==> config.mk <==
export PLATFORM = sky130hd
export DESIGN_NAME = pixel_unpacker
export DESIGN_NICKNAME = d
export VERILOG_FILES = /design/src/rtl/pxu_pkg.sv /design/src/rtl/pxu_rst_sync.sv /design/src/rtl/pxu_phase_ctrl.sv /design/src/rtl/pxu_byte_select.sv /design/src/rtl/pxu_colour_expand.sv /design/src/rtl/pixel_unpacker.sv
export SDC_FILE = /design/constraint.sdc
export NUM_CORES = 1
export LEC_CHECK = 0
export BUFFER_PORTS_ARGS = -buffer_cell sky130_fd_sc_hd__buf_2
export CAP_MARGIN = 10
export CORE_ASPECT_RATIO = 0.7
export CORE_MARGIN = 5
export CORE_UTILIZATION = 45
export DETAILED_ROUTE_END_ITERATION = 7
export GPL_TIMING_DRIVEN = 0
export PLACE_DENSITY = 0.7
export SLEW_MARGIN = 20
export SYNTH_ARGS = -nofsm -noshare
export SYNTH_HDL_FRONTEND = slang
export SYNTH_SLANG_ARGS = --single-unit
export TNS_END_PERCENT = 100
==> constraint.sdc <==
create_clock -name clk -period 2.42 [get_ports clk]
set_input_delay 0.242 -clock clk [delete_from_list [all_inputs] [get_ports clk]]
set_output_delay 0.242 -clock clk [all_outputs]
set_load 0.01 [all_outputs]
==> src/rtl/pxu_pkg.sv <==
package pxu_pkg;

  typedef enum logic [1:0] {
    FMT_565    = 2'd0,
    FMT_SPARSE = 2'd1,
    FMT_DENSE  = 2'd2
  } pix_fmt_e;

  localparam int DENSE_PHASES = 4;
  localparam int PH_W         = $clog2(DENSE_PHASES);

  localparam int R565_BITS = 5;
  localparam int G565_BITS = 6;
  localparam int B565_BITS = 5;

  function automatic pix_fmt_e decode_fmt(input logic [1:0] code);
    pix_fmt_e f;
    case (code)
      2'd0:    f = FMT_565;
      2'd1:    f = FMT_SPARSE;
      default: f = FMT_DENSE;
    endcase
    return f;
  endfunction

endpackage

==> src/rtl/pxu_rst_sync.sv <==
module pxu_rst_sync #(
  parameter int STAGES = 2
) (
  input  logic clk,
  input  logic rst_n_i,
  output logic rst_n_o
);

  logic [STAGES-1:0] chain_q;

  always_ff @(posedge clk or negedge rst_n_i) begin
    if (!rst_n_i) chain_q <= '0;
    else          chain_q <= {chain_q[STAGES-2:0], 1'b1};
  end

  assign rst_n_o = chain_q[STAGES-1];

endmodule

==> src/rtl/pxu_phase_ctrl.sv <==
module pxu_phase_ctrl
  import pxu_pkg::*;
(
  input  logic            clk,
  input  logic            rst_n,
  input  pix_fmt_e        fmt_i,
  input  logic            req_i,
  input  logic            frame_start_i,
  input  logic            fifo_empty_i,
  output logic [PH_W-1:0] phase_o,
  output logic            pop_o,
  output logic            accept_o,
  output logic            starve_o
);

  logic [PH_W-1:0] phase_q;
  logic [PH_W-1:0] phase_nxt;
  logic            need_word;
  logic            live_req;
  logic            phase_en;

  // Which phases must fetch a fresh word
  always_comb begin
    case (fmt_i)
      FMT_565:    need_word = (phase_q == '0);
      FMT_SPARSE: need_word = 1'b1;
      default:    need_word = (phase_q != PH_W'(DENSE_PHASES - 1));
    endcase
  end

  assign live_req = req_i && !frame_start_i;
  assign starve_o = live_req && need_word && fifo_empty_i;
  assign accept_o = live_req && !(need_word && fifo_empty_i);
  assign pop_o    = accept_o && need_word;

  always_comb begin
    phase_nxt = phase_q;
    if (frame_start_i) begin
      phase_nxt = '0;
    end else if (accept_o) begin
      case (fmt_i)
        FMT_565:    phase_nxt = (phase_q == '0) ? PH_W'(1) : '0;
        FMT_SPARSE: phase_nxt = '0;
        default:    phase_nxt = (phase_q == PH_W'(DENSE_PHASES - 1)) ? '0 : phase_q + PH_W'(1);
      endcase
    end
  end

  assign phase_en = frame_start_i || accept_o;

  always_ff @(posedge clk or negedge rst_n) begin
    if (!rst_n)        phase_q <= '0;
    else if (phase_en) phase_q <= phase_nxt;
  end

  assign phase_o = phase_q;

endmodule

==> src/rtl/pxu_byte_select.sv <==
module pxu_byte_select
  import pxu_pkg::*;
#(
  parameter int WORD_W = 32,
  parameter int CH_W   = 8
) (
  input  pix_fmt_e          fmt_i,
  input  logic [PH_W-1:0]   phase_i,
  input  logic [WORD_W-1:0] cur_word_i,
  input  logic [WORD_W-1:0] held_word_i,
  output logic [3*CH_W-1:0] px24_o,
  output logic [WORD_W/2-1:0] half_o
);

  localparam int BYTES  = WORD_W / CH_W;
  localparam int PIX_W  = 3 * CH_W;
  localparam int HALF_W = WORD_W / 2;

  logic [2*WORD_W-1:0] joined;
  logic [PIX_W-1:0]    dense_cand [DENSE_PHASES];
  logic [PIX_W-1:0]    dense_px;
  logic                unused_bits;

  // held word in the low half, fresh word above: byte windows slide down
  assign joined = {cur_word_i, held_word_i};

  genvar ph;
  generate
    for (ph = 0; ph < DENSE_PHASES; ph++) begin : g_window
      assign dense_cand[ph] = joined[CH_W*(BYTES-ph) +: PIX_W];
    end
  endgenerate

  assign dense_px = dense_cand[phase_i];

  always_comb begin
    case (fmt_i)
      FMT_SPARSE: px24_o = cur_word_i[PIX_W-1:0];
      default:    px24_o = dense_px;
    endcase
  end

  assign half_o = (phase_i[0] == 1'b0) ? cur_word_i[HALF_W-1:0]
                                       : held_word_i[WORD_W-1:HALF_W];

  assign unused_bits = ^{cur_word_i[WORD_W-1:PIX_W], held_word_i[CH_W-1:0]};

endmodule

==> src/rtl/pxu_colour_expand.sv <==
module pxu_colour_expand
  import pxu_pkg::*;
#(
  parameter int CH_W = 8
) (
  input  pix_fmt_e          fmt_i,
  input  logic [15:0]       half_i,
  input  logic [3*CH_W-1:0] px24_i,
  output logic [CH_W-1:0]   red_o,
  output logic [CH_W-1:0]   green_o,
  output logic [CH_W-1:0]   blue_o
);

  localparam int G_LO = B565_BITS;
  localparam int R_LO = B565_BITS + G565_BITS;

  // Fill a channel by cycling its bits from the top; v is left-aligned
  function automatic logic [CH_W-1:0] widen(input logic [CH_W-1:0] v, input int bits);
    logic [CH_W-1:0] w;
    for (int i = 0; i < CH_W; i++) begin
      w[CH_W-1-i] = v[CH_W-1-(i % bits)];
    end
    return w;
  endfunction

  logic [CH_W-1:0] r_wide;
  logic [CH_W-1:0] g_wide;
  logic [CH_W-1:0] b_wide;

  assign r_wide = widen({half_i[R_LO +: R565_BITS], {(CH_W-R565_BITS){1'b0}}}, R565_BITS);
  assign g_wide = widen({half_i[G_LO +: G565_BITS], {(CH_W-G565_BITS){1'b0}}}, G565_BITS);
  assign b_wide = widen({half_i[0 +: B565_BITS],    {(CH_W-B565_BITS){1'b0}}}, B565_BITS);

  always_comb begin
    if (fmt_i == FMT_565) begin
      red_o   = r_wide;
      green_o = g_wide;
      blue_o  = b_wide;
    end else begin
      red_o   = px24_i[2*CH_W +: CH_W];
      green_o = px24_i[CH_W +: CH_W];
      blue_o  = px24_i[0 +: CH_W];
    end
  end

endmodule

==> src/rtl/pixel_unpacker.sv <==
module pixel_unpacker
  import pxu_pkg::*;
#(
  parameter int WORD_W = 32,
  parameter int CH_W   = 8
) (
  input  logic              clk,
  input  logic              rst_n,
  input  logic [1:0]        mode_i,
  input  logic              frame_start_i,
  input  logic              pix_req_i,
  input  logic [WORD_W-1:0] fifo_word_i,
  input  logic              fifo_empty_i,
  output logic              fifo_pop_o,
  output logic              pix_valid_o,
  output logic [CH_W-1:0]   red_o,
  output logic [CH_W-1:0]   green_o,
  output logic [CH_W-1:0]   blue_o,
  output logic              underflow_o
);

  logic              rst_n_s;
  pix_fmt_e          fmt;
  logic [PH_W-1:0]   phase;
  logic              pop;
  logic              accept;
  logic              starve;
  logic [WORD_W-1:0] held_q;
  logic [WORD_W-1:0] held_nxt;
  logic              held_en;
  logic [3*CH_W-1:0] px24;
  logic [WORD_W/2-1:0] half;
  logic [CH_W-1:0]   r_c, g_c, b_c;
  logic [CH_W-1:0]   r_q, g_q, b_q;
  logic              valid_q, under_q;

  assign fmt = decode_fmt(mode_i);

  pxu_rst_sync #(.STAGES(2)) u_rst (
    .clk     (clk),
    .rst_n_i (rst_n),
    .rst_n_o (rst_n_s)
  );

  pxu_phase_ctrl u_phase (
    .clk           (clk),
    .rst_n         (rst_n_s),
    .fmt_i         (fmt),
    .req_i         (pix_req_i),
    .frame_start_i (frame_start_i),
    .fifo_empty_i  (fifo_empty_i),
    .phase_o       (phase),
    .pop_o         (pop),
    .accept_o      (accept),
    .starve_o      (starve)
  );

  pxu_byte_select #(.WORD_W(WORD_W), .CH_W(CH_W)) u_sel (
    .fmt_i       (fmt),
    .phase_i     (phase),
    .cur_word_i  (fifo_word_i),
    .held_word_i (held_q),
    .px24_o      (px24),
    .half_o      (half)
  );

  pxu_colour_expand #(.CH_W(CH_W)) u_exp (
    .fmt_i   (fmt),
    .half_i  (half),
    .px24_i  (px24),
    .red_o   (r_c),
    .green_o (g_c),
    .blue_o  (b_c)
  );

  // Holding register keeps the last popped word for straddling pixels
  assign held_en  = frame_start_i || pop;
  assign held_nxt = frame_start_i ? '0 : fifo_word_i;

  always_ff @(posedge clk or negedge rst_n_s) begin
    if (!rst_n_s)     held_q <= '0;
    else if (held_en) held_q <= held_nxt;
  end

  always_ff @(posedge clk or negedge rst_n_s) begin
    if (!rst_n_s) begin
      r_q <= '0;
      g_q <= '0;
      b_q <= '0;
    end else if (accept) begin
      r_q <= r_c;
      g_q <= g_c;
      b_q <= b_c;
    end
  end

  always_ff @(posedge clk or negedge rst_n_s) begin
    if (!rst_n_s) begin
      valid_q <= 1'b0;
      under_q <= 1'b0;
    end else begin
      valid_q <= accept;
      under_q <= starve;
    end
  end

  assign fifo_pop_o  = pop;
  assign pix_valid_o = valid_q;
  assign underflow_o = under_q;
  assign red_o       = r_q;
  assign green_o     = g_q;
  assign blue_o      = b_q;

endmodule

# Word-level counts from Yosys, hierarchy flattened
# Index checks and enable logic that the tools add are counted.
word_totals:
  elab_cells: 46
  out_inout_bits: 27
  reg_bits: 62
op_classes:
  bitwise_logic: 1
  n_mux: 16
  n_lt_le_gt_ge: 1
  n_addsub: 1
  n_reduce_logical: 15
  n_eq_ne: 4
ops:
  columns: ["cell", "count"]
  rows:
  - ["24-bit two-way mux", 3]
  - ["24-bit binary-select mux with 2-bit select", 1]
  - ["32-bit two-way mux", 1]
  - ["8-bit two-way mux", 3]
  - ["16-bit two-way mux", 1]
  - ["2-bit case mux with 2 select lines", 2]
  - ["1-bit logical AND", 6]
  - ["2-bit logical NOT", 3]
  - ["2-bit two-way mux", 3]
  - ["2-bit by 1-bit equality test with 1-bit output (second input constant)", 2]
  - ["3-bit >= comparator (second input constant)", 1]
  - ["2-bit NOT with 3-bit output", 1]
  - ["2-bit by 1-bit adder with 2-bit output (second input constant)", 1]
  - ["2-bit equality test (second input constant)", 1]
  - ["1-bit logical NOT", 2]
  - ["1-bit logical OR", 2]
  - ["2-bit inequality test (second input constant)", 1]
  - ["1-bit case mux with 2 select lines", 1]
  - ["2-bit AND reduction", 1]
  - ["2-bit nonzero test", 1]
  - ["1-bit two-way mux", 1]

# Longest topological paths before layout
# Gate-level depths: netlist of run 1.
logic_depth:
  depth_word: 9
  mapped_depth: 10
  ltp_nobuf: 6

# Modules after synthesis
# A second synthesis of run 1 with hierarchy kept.
unflattened:
  cells_unflattened: 369
  hier_area_um2: 4184.0
by_module_without_submodules:
  columns: ["module", "n_inst", "cells_per_inst", "area_per_inst_um2"]
  rows:
  - ["pixel_unpacker", 1, 158, 2351.0]
  - ["pxu_byte_select", 1, 158, 1243.7]
  - ["pxu_colour_expand", 1, 27, 307.8]
  - ["pxu_phase_ctrl", 1, 23, 227.7]
  - ["pxu_rst_sync", 1, 3, 53.8]

# Least setup slack after synthesis of run 1
# No wires, ideal clock.
synth_timing:
  path_kind: "flip-flop to flip-flop"
  start: "register u_phase.phase_q[0], in the netlist u_phase.phase_o[0]"
  end: "register held_q[30]"
  n_path_buf: 4
  arrival_ns: 2.059
  required_time_ns: 2.288
  setup_ns: 0.132
  path_stages_with_launch: 11
  setup_slack_ns: 0.229
  cell_sequence: "dfrtp_1 buf_2 buf_2 inv_1 ha_1 or3_4 nand4b_1 buf_6 buf_8 mux2i_1 nor2_1"
synth_via:
  elab_chain_cells: 7
synth_rtl:
  columns: ["item", "line_no", "rtl"]
  rows:
  - ["start: declaration", "pxu_phase_ctrl.sv:16", "logic [PH_W-1:0] phase_q;"]
  - ["start signal: assignment", "pxu_phase_ctrl.sv:53", "else if (phase_en) phase_q <= phase_nxt;"]
  - ["2-bit inequality test / 2-bit logical NOT (equally long branches)", "pxu_phase_ctrl.sv:27, pxu_phase_ctrl.sv:25", null]
  - ["1-bit case mux with 2 select lines (*)", "pxu_phase_ctrl.sv:24", "case (fmt_i)"]
  - ["1-bit logical AND", "pxu_phase_ctrl.sv:33", "assign accept_o = live_req && !(need_word && fifo_empty_i);"]
  - ["1-bit logical NOT", "pxu_phase_ctrl.sv:33", null]
  - ["1-bit logical AND", "pxu_phase_ctrl.sv:33", null]
  - ["1-bit logical AND (*)", "pxu_phase_ctrl.sv:34", "assign pop_o = accept_o && need_word;"]
  - ["1-bit logical OR (*)", "pixel_unpacker.sv:77", "assign held_en = frame_start_i || pop;"]
  - ["end signal: assignment", "pixel_unpacker.sv:82", "else if (held_en) held_q <= held_nxt;"]
  - ["end: declaration", "pixel_unpacker.sv:28", "logic [WORD_W-1:0] held_q;"]
# Every way passes the cells marked *; elsewhere a longest branch is shown, timed or not.
# A chain may end at the register's enable or synchronous reset.

# Worst setup path in the final report of run 1
layout_timing:
  start: "register u_phase.phase_q[1], in the netlist u_phase.phase_o[1]"
  end: "output fifo_pop_o"
layout_via:
  elab_chain_cells: 6
layout_rtl:
  columns: ["item", "line_no", "rtl"]
  rows:
  - ["2-bit inequality test / 2-bit logical NOT (equally long branches)", "pxu_phase_ctrl.sv:27, pxu_phase_ctrl.sv:25", null]
  - ["1-bit case mux with 2 select lines (*)", "pxu_phase_ctrl.sv:24", null]
  - ["1-bit logical AND", "pxu_phase_ctrl.sv:33", null]
  - ["1-bit logical NOT", "pxu_phase_ctrl.sv:33", null]
  - ["1-bit logical AND", "pxu_phase_ctrl.sv:33", null]
  - ["1-bit logical AND (*)", "pxu_phase_ctrl.sv:34", null]
  - ["end: declaration", "pixel_unpacker.sv:14", "output logic fifo_pop_o,"]
# Marks and branches as above.

==> reports/qor.yml, run 1 <==
power_frac_comb: 0.273
seq_area_frac_synth: 0.399
path_cells: "buf_12, inv_1, ha_1, or3_4, and2_1, nor3b_1, buf_2"
seqPwrFrac: 0.495
synth-warning-count: 0
grt_pass1_wl_um: 16100
synth_nets: 368
ys_types: 34
place_hpwl_um: 7260
fin_area_mm2: 0.00398
rsz0062_at_grt: "no"
drtIter0Drc: 222
fin_cells: 502
fin_nets: 444
cts_buffers: 5
antennaDiodeCount: 0
pre_cts_ws_ns: -0.311
antenna_found_initial: 0
path_delay_family: "simple AND/OR/NAND/NOR gates"
synth_seq_cells: 54
drt-total-wl_um: 10000
area_growth_syn_to_layout_pct: 17.7
criticalPathCategory: "reg -> out"
setup_viol: 0
setup-tns-final_ns: 0
ctsHtreeMaxLevel: 2
p_total_mw: 2.20
cts.sinks: 54
cp_slowest_stage_delay_ns: 0.42
die_w_um: 114
wire_per_inst_um: 20.0
cp.buffers_inverters: 3
drive_above_1_share: 0.277
p_leak_nw: 1.81
startpoint_type: "flop"
rows: 26
rrSetupSlack_ns: 0.19
slew_viol_final: 0
clkPwrFrac: 0.231
ant_nets: 0
endpoint_kind: "output pin"
drtPass1Iterations: 4
fin_skew_ns: 0.0122
insertion_delay_ns: 0.31
fillCellCount: 678
dieArea_mm2: 0.00938
cts_tree: "yes"
worst_pin_slew_ns: 0.724
grt_usage: 0.225
core_mm2: 0.00732
dieHeight_um: 82.6
finalCritPeriodShare: 0.945
slew_headroom: 0.517
initial_core_util: 0.462
swShare: 0.320
syn_area_per_cell_um2: 10.4
hold_viol: 0
layout_setup_ws_ns: 0.134
path_clk_slew_ns: 0.10
grt_max_degree: 53
status: "completed"
place_area_mm2: 0.00383
cp.arrival_ns: 2.04
ios: 66
power.density_mw_per_mm2: 552
cp_data_required_time_ns: 2.18
clockBufferDepth: 2
max_freq_mhz: 437
cp_slowest_cell: "or3_4"
peakVddDrop_uv: 297
overflow: 0
fin_crit_ns: 2.29
netlist_area_mm2: 0.00338
drc: 0
hp-class: "in -> reg"
place_congestion: 0.956
cts-root-buf: "clkbuf_8"
syn-instance-count: 327
vias_per_cell: 5.82
grt_pass1_vias: 2904
vias: 2922
p_int_mw: 1.50
dp.cells: 488
crit_fanout: 19
maxCapViolCount: 0
portBuffers: 63
p_switching_mw: 0.704
power by group through the flow:
stage	clock network, mW	logic (mW)	registers, mW
6_report	0.509	0.601	1.09
5_1_grt	0.551	0.657	1.11
4_1_cts	0.518	0.598	1.09
3_5_place_dp	0	0.586	1.11
3_3_place_gp	0	0.578	1.10
2_1_floorplan	0	0.318	1.14
cell type report:
type	count	area [um^2]	area share
Buffer	26	181	0.0455
Clock buffer	8	80.1	0.0201
Inverter	6	26.3	0.00660
Multi-Input combinational cell	239	1840	0.462
Sequential cell	54	1360	0.340
Tap cell	98	123	0.0308
Timing Repair Buffer	71	378	0.0948
synthesized netlist by cell type (all sizes together):
master	count	area, um^2
a21oi	12	60.1
inv	6	22.5
nand2b	4	25.0
a211oi	10	75.1
and4b	1	10.0
o21a	8	60.1
or3	1	11.3
o22ai	4	25.0
a31oi	5	46.3
dfrtp	54	1350
clkbuf	10	37.5
o311ai	8	70.1
o21ai	13	65.1
o31ai	2	15.0
nand3	4	20.0
buf	18	134
conb	1	3.75
nor3	2	10.0
ha	2	25.0
nor2	40	150
mux4	17	383
a211o	4	35.0
nor2b	18	113
and2	1	6.26
nor3b	3	22.5
nand4b	1	8.76
nand2	29	109
mux2i	49	490
metal layers:
metal | vias up | track usage | part of all wire
met5 | - | 0 | 0
met4 | 0 | 0.0408 | 0.0041
met3 | 6 | 0.0408 | 0.090
met2 | 123 | 0.350 | 0.43
met1 | 1459 | 0.334 | 0.47
li1 | 1334 | - | -
layout by cell type (no fill, tap or decap), types with 2 or more instances in the layout:
cell type  count
buf_2         69
dfrtp_1       52
mux2i_1       49
nor2_1        40
nand2_1       29
nor2b_1       18
mux4_2        17
clkbuf_1      13
o21ai_0       13
a21oi_1       12
buf_4         10
a211oi_1      10
o21a_1         8
inv_1          5
o311ai_1       5
clkbuf_8       5
nand2b_1       4
a211o_1        4
a31oi_1        4
nand3_1        4
o22ai_1        4
buf_8          3
nor3b_1        3
o311ai_0       3
buf_6          2
o31ai_1        2
nor3_1         2
ha_1           2
tightest hold or removal path, delay by kind of cell:
family,cells,cell delay (ns)
and+or+nand+nor,1,0.07
buffers and inverters,1,0.07
muxes,1,0.05
logic make-up (layout without fill, tap and decap cells):
group / count (synthesis) / after routing / share of synthesized area
AO/OA/AOI/OAI: 66 / 66 / 0.133
adder cells (fa/ha/maj): 2 / 2 / 0.00739
buffers and inverters: 34 / 111 / 0.0573
flip-flops: 54 / 54 / 0.399
multiplexers: 66 / 66 / 0.258
other: 1 / 1 / 0.00111
AND/OR/NAND/NOR: 104 / 104 / 0.143
path summary, 6_finish.rpt:
check | startpoint | depth (start not counted) | end
hold / removal | fifo_word_i[29] | 3 | held_q[29]$_DFFE_PN0P_
min in group asynchronous | rst_n | 2 | u_rst.chain_q[1]$_DFF_PN0_
setup reg to reg | u_phase.phase_o[1]$_DFFE_PN0P_ | 7 | red_o[1]$_DFFE_PN0P_
hold reg to reg | u_rst.chain_q[0]$_DFF_PN0_ | 0 | u_rst.chain_q[1]$_DFF_PN0_
setup / recovery | u_phase.phase_o[1]$_DFFE_PN0P_ | 7 | fifo_pop_o
max in group asynchronous | u_rst.chain_q[1]$_DFF_PN0_ | 0 | u_phase.phase_o[1]$_DFFE_PN0P_
timing repair:
action	4_1_cts	5_1_grt
endpoints found under the hold margin	2	0
buffers inserted	2	5
endpoints found under the setup margin	52	24
hold buffers	1	0
gates resized for setup	8	3
pin swaps	0	0
per-stage QoR:
stage / utilization / hold slack, ns
floorplan: - / -0.0536
global placement: 0.522 / 0.0273
CTS: 0.539 / 0.161
global route: 0.544 / 0.164
finish: 0.544 / 0.166
detailed placement: 0.523 / 0.0301
sequential cells by signal, indices dropped and copies added, names as in the netlist:
signal	count
green_o	8
u_rst.chain_q	2
u_phase.phase_o	2
red_o	8
held_q	24
underflow_o	1
blue_o	8
pix_valid_o	1
Note: power is estimated with default switching activity, not from simulation.
==> inputs of run 2 (changes only) <==
==> constraint.sdc (replaced) <==
create_clock -name clk -period 2.4 [get_ports clk]
set_input_delay 0.24 -clock clk [delete_from_list [all_inputs] [get_ports clk]]
set_output_delay 0.24 -clock clk [all_outputs]
set_load 0.01 [all_outputs]
==> run 2 against run 1 <==
  * Flip-flop and latch count did not move
  * Via count rose by 1.8%
  * Critical endpoint unchanged
  * Sequential share of layout area did not move
  * Largest power group unchanged
  * Clock skew rose by 0.0011 ns
  * Non-clock buffer count did not move
  * Critical path type unchanged
==> reports/qor.yml, run 2 (same netlist as run 1, synthesis figures left out) <==
antennaDiodeCount: 0  # unchanged
hold_viol: 0  # unchanged
crit_path_end: "fifo_pop_o"
place_congestion: 0.956  # unchanged
worst_pin_slew_ns: 0.741  # +0.0170 ns
place_hpwl_um: 7260  # unchanged
path_delay_family: "simple AND/OR/NAND/NOR gates"
portBuffers: 63  # unchanged
dieArea_mm2: 0.00938  # unchanged
reg2reg_depth: 8  # +1
slew_viol_final: 0  # unchanged
dr.max_layer_used: "met4"
cp_slowest_stage_delay_ns: 0.42  # about the same
fin_util: 0.544  # unchanged
fin_skew_ns: 0.0133  # +0.00111 ns
hp-class: "in -> reg"
clkPwrFrac: 0.229  # -0.002
startpoint: "u_phase.phase_o[1]$_DFFE_PN0P_"
status: "completed"
power_frac_comb: 0.274  # about the same
p_leak_nw: 1.81  # unchanged
dp.cells: 488  # unchanged
rrSetupSlack_ns: 0.16  # -0.03 ns
power.density_mw_per_mm2: 556  # +0.63%
cts.sinks: 54  # unchanged
endpoint_kind: "output pin"
peakVddDrop_uv: 297  # about the same
max_freq_mhz: 440
cp.buffers_inverters: 3  # unchanged
vias: 2976  # +1.8%
swShare: 0.319  # -0.00131
clockBufferDepth: 2  # unchanged
area_growth_syn_to_layout_pct: 17.7  # unchanged
seqPwrFrac: 0.497  # +0.002
cp_slowest_cell: "or3_4"
drt-total-wl_um: 10100  # +0.36%
cp.arrival_ns: 2.03  # about the same
p_switching_mw: 0.706  # +0.22%
dieHeight_um: 82.6  # unchanged
drtPass1Iterations: 5  # +1
rows: 26  # unchanged
wl_met1_um: 4720  # -0.17%
fin_nets: 444  # unchanged
ctsHtreeMaxLevel: 2  # unchanged
insertion_delay_ns: 0.31  # about the same
maxCapViolCount: 0  # unchanged
slew_headroom: 0.506  # -0.0114
antenna_found_initial: 0  # unchanged
hold_slack_ns: 0.167  # +0.00110 ns
path_clk_slew_ns: 0.10  # about the same
crit_fanout: 19  # unchanged
ios: 66  # unchanged
pre_cts_ws_ns: -0.331  # -0.0200 ns
grt_usage: 0.225  # about the same
wl_met2_um: 4410  # +1.3%
overflow: 0  # unchanged
cts-root-buf: "clkbuf_8"
route.met3.wl_um: 857  # -4.5%
layout_setup_ws_ns: 0.128  # -0.00608 ns
rsz0062_at_grt: "no"
ant_nets: 0  # unchanged
grt_pass1_vias: 2895  # -0.31%
fin_cells: 502  # unchanged
setup_viol: 0  # unchanged
drtIter0Drc: 199  # -10%
layout_common_cells: "69 x buf_2, 52 x dfrtp_1, 49 x mux2i_1"
initial_core_util: 0.462  # unchanged
drive_above_1_share: 0.277  # unchanged
startpoint_type: "flop"
drc: 0  # unchanged
setup-tns-final_ns: 0  # unchanged
finalCritPeriodShare: 0.947
largest_reg_flops: 24  # unchanged
vias_per_cell: 5.93  # +1.8%
die_w_um: 114  # unchanged
regMostFlops: "held_q"
grt_max_degree: 53  # unchanged
cts_tree: "yes"
grt_pass1_wl_um: 16100  # -0.22%
path_cells: "buf_12, inv_1, ha_1, or3_4, and2_1, nor3b_1, buf_2"
mostFrequentLayoutCell: "buf_2"
r2r_end: "blue_o[0]$_DFFE_PN0P_"
wire_per_inst_um: 20.0  # +0.36%
p_int_mw: 1.51  # +0.82%
cp_data_required_time_ns: 2.16  # -0.02 ns
cts_buffers: 5  # unchanged
core_mm2: 0.00732  # unchanged
r2r_start: "u_phase.phase_o[1]$_DFFE_PN0P_"
fin_crit_ns: 2.27
crit_cells: 7  # unchanged
criticalPathCategory: "reg -> out"
==> run 2: worst register-to-register path: cells and delay by family (launching register included) <==
family / cells / cell delay, ns
buf+inv: 3 / 0.53
fa+ha+maj: 1 / 0.20
flops: 1 / 0.40
compound gates: 3 / 0.58
simple gates: 1 / 0.42
==> run 2: worst min-delay path by stage <==
| stage | slack (ns) | depth (start not counted) | startpoint | endpoint |
|---|---|---|---|---|
| after floorplan | -0.06 | 0 | rst_n | u_rst.chain_q[0]$_DFF_PN0_ |
| after global placement | 0.03 | 1 | rst_n | u_rst.chain_q[0]$_DFF_PN0_ |
| after detailed placement | 0.03 | 1 | rst_n | u_rst.chain_q[0]$_DFF_PN0_ |
| after CTS | 0.16 | 3 | fifo_word_i[25] | held_q[25]$_DFFE_PN0P_ |
| after global routing | 0.16 | 3 | fifo_word_i[29] | held_q[29]$_DFFE_PN0P_ |
| final | 0.17 | 3 | fifo_word_i[25] | held_q[25]$_DFFE_PN0P_ |
==> run 2: area by class of cell <==
class / count / area, um^2
tap: 98 / 123
buffer: 26 / 181
sequential: 54 / 1360
fill: 678 / 3340
multi-input combinational: 239 / 1840
timing repair buffer: 71 / 378
clock buffer: 8 / 80.1
inverter: 6 / 26.3
==> run 2: routing by layer <==
layer,vias up,global-route usage
li1,1333,-
met1,1494,0.334
met2,139,0.351
met3,10,0.0401
met4,0,0.0384
met5,-,0
==> run 2: repair_timing <==
action,4_1_cts,5_1_grt
hold endpoints to repair,2,0
setup endpoints to repair,52,16
gates resized for setup,9,2
setup buffers,2,5
hold buffers,1,0
cloned,0,0
pin swaps,0,0
==> run 2: power by group through the flow <==
stage | combinational (mW) | clock, mW | sequential (mW)
after floorplan | 0.321 | 0 | 1.15
after global placement | 0.583 | 0 | 1.11
after detailed placement | 0.591 | 0 | 1.12
after CTS | 0.603 | 0.522 | 1.10
after global routing | 0.662 | 0.555 | 1.12
final | 0.608 | 0.507 | 1.10
==> run 2: through the flow <==
stage	total power [mW]	instance area [um^2]
2_1_floorplan	1.47	3380
3_3_place_gp	1.70	3820
3_5_place_dp	1.71	3830
4_1_cts	2.23	3950
5_1_grt	2.34	3980
6_report	2.21	3980
